<file path="config.mk">
export PLATFORM = sky130hd
export DESIGN_NAME = sup_reset_seq
export DESIGN_NICKNAME = d
export VERILOG_FILES = /design/src/rtl/sup_pkg.sv /design/src/rtl/sup_sync.sv /design/src/rtl/sup_mr_filter.sv /design/src/rtl/sup_stretch.sv /design/src/rtl/sup_reset_seq.sv
export SDC_FILE = /design/constraint.sdc
export NUM_CORES = 1
export LEC_CHECK = 0
export BUFFER_PORTS_ARGS = -buffer_cell sky130_fd_sc_hd__buf_2
export CORE_ASPECT_RATIO = 0.9
export CORE_UTILIZATION = 42
export DETAILED_ROUTE_END_ITERATION = 7
export GPL_TIMING_DRIVEN = 0
export REMOVE_ABC_BUFFERS = 1
export SLEW_MARGIN = 10
export SYNTH_ARGS = -nofsm -noshare
export SYNTH_HDL_FRONTEND = slang
export SYNTH_SLANG_ARGS = --single-unit
</file>
<file path="constraint.sdc">
create_clock -name clk -period 4.3 [get_ports clk]
set_input_delay 0.645 -clock clk [delete_from_list [all_inputs] [get_ports clk]]
set_output_delay 0.645 -clock clk [all_outputs]
set_load 0.005 [all_outputs]
</file>
<file path="src/rtl/sup_pkg.sv">
package sup_pkg;

  localparam int unsigned CODE_W = 3;
  localparam int unsigned TICK_W = 14;

  typedef logic [TICK_W-1:0] tick_cnt_t;

  typedef struct packed {
    logic wdog;
    logic mr;
    logic aux;
    logic sup2;
    logic sup1;
  } fault_vec_t;

  // Stretch length in ticks of 0.15 ms for each select code.
  function automatic tick_cnt_t period_ticks(input logic [CODE_W-1:0] code);
    tick_cnt_t t;
    case (code)
      3'd0:    t = TICK_W'(11);
      3'd1:    t = TICK_W'(88);
      3'd2:    t = TICK_W'(175);
      3'd3:    t = TICK_W'(350);
      3'd4:    t = TICK_W'(1400);
      3'd5:    t = TICK_W'(2800);
      3'd6:    t = TICK_W'(5600);
      default: t = TICK_W'(11200);
    endcase
    return t;
  endfunction

endpackage

</file>
<file path="src/rtl/sup_sync.sv">
module sup_sync #(
  parameter int unsigned       WIDTH   = 1,
  parameter logic [WIDTH-1:0]  RST_VAL = '0
) (
  input  logic             clk,
  input  logic             rst,
  input  logic [WIDTH-1:0] d_i,
  output logic [WIDTH-1:0] q_o
);

  logic [WIDTH-1:0] meta_q;
  logic [WIDTH-1:0] stab_q;

  always_ff @(posedge clk) begin
    if (rst) begin
      meta_q <= RST_VAL;
      stab_q <= RST_VAL;
    end else begin
      meta_q <= d_i;
      stab_q <= meta_q;
    end
  end

  assign q_o = stab_q;

endmodule

</file>
<file path="src/rtl/sup_mr_filter.sv">
module sup_mr_filter #(
  parameter int unsigned MIN_LOW = 20
) (
  input  logic clk,
  input  logic rst,
  input  logic pin_n_i,
  output logic fault_o
);

  localparam int unsigned CNT_W = (MIN_LOW > 1) ? $clog2(MIN_LOW) : 1;

  logic [CNT_W-1:0] low_cnt_q;
  logic             fault_q;

  always_ff @(posedge clk) begin
    if (rst) begin
      low_cnt_q <= '0;
      fault_q   <= 1'b0;
    end else if (pin_n_i) begin
      low_cnt_q <= '0;
      fault_q   <= 1'b0;
    end else if (low_cnt_q == CNT_W'(MIN_LOW - 1)) begin
      fault_q   <= 1'b1;
    end else begin
      low_cnt_q <= low_cnt_q + 1'b1;
    end
  end

  assign fault_o = fault_q;

endmodule

</file>
<file path="src/rtl/sup_stretch.sv">
module sup_stretch
  import sup_pkg::*;
#(
  parameter int unsigned PRESCALE = 30000
) (
  input  logic      clk,
  input  logic      rst,
  input  logic      fault_i,
  input  tick_cnt_t period_i,
  output logic      active_o
);

  localparam int unsigned SUB_W = (PRESCALE > 1) ? $clog2(PRESCALE) : 1;

  logic [SUB_W-1:0] sub_q;
  tick_cnt_t        tick_q;
  logic             on_q;
  logic             tick_end;
  logic             last_tick;

  assign tick_end  = (sub_q == SUB_W'(PRESCALE - 1));
  assign last_tick = (tick_q >= period_i - TICK_W'(1));

  always_ff @(posedge clk) begin
    if (rst) begin
      on_q   <= 1'b1;
      sub_q  <= '0;
      tick_q <= '0;
    end else if (fault_i) begin
      on_q   <= 1'b1;
      sub_q  <= '0;
      tick_q <= '0;
    end else if (on_q) begin
      if (tick_end) begin
        sub_q <= '0;
        if (last_tick) begin
          on_q   <= 1'b0;
          tick_q <= '0;
        end else begin
          tick_q <= tick_q + 1'b1;
        end
      end else begin
        sub_q <= sub_q + 1'b1;
      end
    end
  end

  assign active_o = on_q;

endmodule

</file>
<file path="src/rtl/sup_reset_seq.sv">
module sup_reset_seq
  import sup_pkg::*;
#(
  parameter int unsigned PRESCALE = 30000,
  parameter int unsigned MR_FILT  = 20
) (
  input  logic              clk,
  input  logic              rst,
  input  logic              supply1_low,
  input  logic              supply2_low,
  input  logic              aux_low,
  input  logic              mr_n,
  input  logic              wdog_expire,
  input  logic [CODE_W-1:0] tsel,
  output logic              rst_main_n,
  output logic              rst_main,
  output logic              rst_sec_n,
  output logic              rst_event
);

  localparam int unsigned NSYNC = 4;
  localparam int unsigned NDOM  = 2;

  logic [NSYNC-1:0] sync_q;
  logic             mr_fault;
  fault_vec_t       flt;
  logic [NDOM-1:0]  dom_fault;
  logic [NDOM-1:0]  dom_on;
  tick_cnt_t        period;
  logic             evt_q;

  sup_sync #(
    .WIDTH  (NSYNC),
    .RST_VAL({1'b1, {(NSYNC-1){1'b0}}})
  ) u_sync (
    .clk (clk),
    .rst (rst),
    .d_i ({mr_n, aux_low, supply2_low, supply1_low}),
    .q_o (sync_q)
  );

  sup_mr_filter #(
    .MIN_LOW(MR_FILT)
  ) u_mr (
    .clk     (clk),
    .rst     (rst),
    .pin_n_i (sync_q[3]),
    .fault_o (mr_fault)
  );

  assign flt.sup1 = sync_q[0];
  assign flt.sup2 = sync_q[1];
  assign flt.aux  = sync_q[2];
  assign flt.mr   = mr_fault;
  assign flt.wdog = wdog_expire;

  // Domain 0: every source. Domain 1: supplies and manual reset only.
  assign dom_fault[0] = |flt;
  assign dom_fault[1] = flt.sup1 | flt.sup2 | flt.mr;

  assign period = period_ticks(tsel);

  generate
    for (genvar g = 0; g < NDOM; g++) begin : g_dom
      sup_stretch #(
        .PRESCALE(PRESCALE)
      ) u_str (
        .clk      (clk),
        .rst      (rst),
        .fault_i  (dom_fault[g]),
        .period_i (period),
        .active_o (dom_on[g])
      );
    end
  endgenerate

  always_ff @(posedge clk) begin
    if (rst) evt_q <= 1'b0;
    else     evt_q <= dom_fault[0] & ~dom_on[0];
  end

  assign rst_main_n = ~dom_on[0];
  assign rst_main   = dom_on[0];
  assign rst_sec_n  = ~dom_on[1];
  assign rst_event  = evt_q;

endmodule

</file>
==> results.md <==
- Status: finished clean
- Relative slew slack: 0.3058
- Design Area, Final: 0.004220 mm²
- Vias in the first global route: around 2700
- Hold WS: 0.4214 ns
- Fin util: 0.4813
- Clk buf depth: 2
- CP max stage delay: approximately 0.86 ns
- Fmax: 0.3018 GHz
- Dpl cells: 566
- Clk_lat worst skew: 0.35 ns
- CTS tree: done
- Port Buffers: 13
- Post-CTS setup-driven buffer insertion count: 0
- Cts bufs inserted: 9
- Leak pwr: 1.610 nW
- Crit path kind: in -> reg
- P&R area growth vs syn: 8.807%
- Pwr/cell area: 301.4 mW/mm²
- R2r setup slk: 1.62 ns
- Vert. Die Dim: 93.17 µm
- Non-Filler Instances: just under 600
- Crit path top cell by count: nand2_1
- Clock-pin slew on the worst setup and hold paths: roughly 0.080 ns
- Initial cell density of the core: 0.4424
- Skew final: between 0.007 and 0.008 ns
- Worst Slack Setup Final: ~1 ns
- GRT Resource Usage Total: 0.1688
- Type of origin of the critical path: input pin
- Hold_buf cts: 0
- CP Cell Sequence: buf_2 -> nand2_1 -> nor2_1 -> nand2_1 -> nand2_1 -> ha_1 -> a21oi_1 -> o21ai_0 -> a21oi_1 -> maj3_1 -> a31oi_1 -> nor2_1
- Library cells used by synthesis: 42
- Synth Cell Area: 0.003879 mm²
- Final hold vios: 0
- Slew Viols, Final: 0
- CP max stage cell: a31oi_1
- Crit end category: flop
- Post-synthesis cell count: 446
- Remaining Overflow, GRT: 0
- Final setup fails: 0
- Wire per inst: 12.24 µm
- Cell Area, Placed: 0.004035 mm²
- Final ANT Viol Nets: 0
- Drt initial violations: 123
- Worst endpoint data arrival time: between 3 and 4 ns
- Max cap viols: 0
- CTS H-tree depth: 3
- Die width: a little over 100 µm
- Root Driver: clkbuf_8
- Total core area: 0.008768 mm²
- Register area share after synthesis: 0.3871
- Crit share post-route: 0.7705
- Worst EP required: approximately 4.5 ns
- N_diodes: 0
- Post-place setup slack: 0.5106 ns
- DRT Pass-1 Iters: 4
- DPL Wire Length: 5.187 mm
- DRC Markers: 0
- Vias: 2976
- WL final: between 7 and 8 mm
- Post-CTS sizing: 0
- Ys Warns: 0
- Die area: 0.009623 mm²
- Fin Setup TNS: 0 ns
- Row Count: 32
- Final min period: 3.313 ns
- Critical path fanouts, max: 12
- Tot Pwr: about 1.3 mW
- GPL Wtd Cong: 0.7388
- Worst-Margin Slew: 1.036 ns
- CTS sink cnt: 75
- Maximum VDD drop: 198.3 µV
- Yosys reg bits: 75
- Synth Area per Inst: 8.697 µm²
- Nets: 500
- Initial antenna violation count: 0
- First-pass GRT wire length: 12.59 mm
- Hold/Removal Path Class: reg -> reg
- Ports: 14
- Share of layout cells above drive strength 1: 0.08207
- Unrepaired setup endpoints after global routing: no
- Largest net degree at the start of global routing: 17
- Vias per std cell: just over 5
-- worst max-delay path, delay by kind of cell --
kind	cells	cell delay [ns]
AOI/OAI and AO/OA	4	1.18
adders and majority gates	2	0.57
buffers and inverters	1	0.17
and+or+nand+nor	5	0.93
-- synthesized netlist by cell type --
library cell	number	area, µm²
nand3b_1	1	7.510
nor2_2	3	18.77
and2_1	5	31.28
or2_2	3	18.77
a221oi_1	1	8.760
nand4_1	19	118.9
nand4b_1	1	8.760
nand2b_1	4	25.02
a31oi_1	3	18.77
nand4bb_1	3	33.78
xnor2_1	24	210.2
inv_1	10	37.54
or4b_4	1	13.76
nor2b_1	7	43.79
mux2i_1	3	30.03
nor2_1	67	251.5
a21oi_1	18	90.09
buf_4	1	7.510
nor4bb_1	1	10.01
and4_1	5	43.79
o211ai_1	2	15.01
a2111oi_0	1	8.760
dfxtp_1	75	1501
or3_1	7	43.79
and3_1	12	75.07
o21a_1	2	15.01
nor4_2	1	12.51
maj3_1	2	20.02
clkbuf_1	4	15.01
a21o_1	3	22.52
buf_2	7	35.03
nand2_1	41	153.9
nor4_1	1	6.260
nor4_4	1	21.27
a21boi_0	1	7.510
a211oi_1	2	15.01
ha_1	32	400.4
xor2_1	31	271.5
o21ai_0	11	55.05
nand3_1	17	85.08
a311o_1	1	10.01
nor3_1	12	60.06
-- state kept, by name, summed over array words and instances, names as in the netlist --
register,count
u_sync.q_o,4
g_dom.u_str.tick_q,28
u_mr.fault_o,1
u_sync.meta_q,4
rst_event,1
u_mr.low_cnt_q,5
g_dom.u_str.active_o,2
g_dom.u_str.sub_q,30
-- cells in the final DEF, fill, tap and decap left out, types with 4 or more instances in the layout --
| master | instances |
|---|---|
| dfxtp_1 | 75 |
| nor2_1 | 67 |
| nand2_1 | 41 |
| ha_1 | 32 |
| xor2_1 | 31 |
| xnor2_1 | 24 |
| nand4_1 | 19 |
| a21oi_1 | 18 |
| nand3_1 | 17 |
| buf_2 | 13 |
| nor3_1 | 12 |
| and3_1 | 12 |
| o21ai_0 | 11 |
| inv_1 | 10 |
| clkbuf_8 | 10 |
| or3_1 | 7 |
| nor2b_1 | 7 |
| and4_1 | 5 |
| and2_1 | 5 |
| nand2b_1 | 4 |
-- path summary, 6_finish.rpt --
path | startpoint | endpoint | cells past startpoint
max | tsel[2] | g_dom[1].u_str.tick_q[6]$_SDFFE_PP0P_ | 12
min | u_sync.meta_q[3]$_SDFF_PP1_ | u_sync.q_o[3]$_SDFF_PP1_ | 1
max reg2reg | g_dom[1].u_str.sub_q[0]$_SDFFE_PP0P_ | g_dom[1].u_str.tick_q[6]$_SDFFE_PP0P_ | 7
min reg2reg | u_sync.meta_q[3]$_SDFF_PP1_ | u_sync.q_o[3]$_SDFF_PP1_ | 1
-- area by class of cell --
type                            count  area (µm²)
Timing Repair Buffer               13       65.06
Clock inverter                      5       37.54
Clock buffer                       11       141.4
Tap cell                          119       148.9
Inverter                           10       37.54
Fill cell                         849        4548
Multi-Input combinational cell    349        2288
Sequential cell                    75        1501
-- logic make-up after synthesis --
group / Yosys count / share of synthesized area
compound gates: 45 / 0.06871
xor+xnor: 55 / 0.1242
fa+ha+maj: 34 / 0.1084
buf+inv: 22 / 0.02452
flops: 75 / 0.3871
mux: 3 / 0.007742
simple gates: 212 / 0.2794
-- power by group --
group	switching, mW	internal (mW)
Clock	0.267	0.227
Sequential	0.00545	0.700
Combinational	0.0454	0.0268
Total	0.318	0.955
-- routing by layer --
metal / vias to the layer above / part of all wire / routed length, µm / track usage
met5: - / 0 / 0 / 0
met4: 0 / 0.010 / 72 / 0.05634
met3: 8 / 0.032 / 231 / 0.04933
met2: 33 / 0.44 / 3100 / 0.2483
met1: 1372 / 0.52 / 3720 / 0.2345
li1: 1563 / - / - / -
No activity file was read; power rests on OpenSTA's default activity.
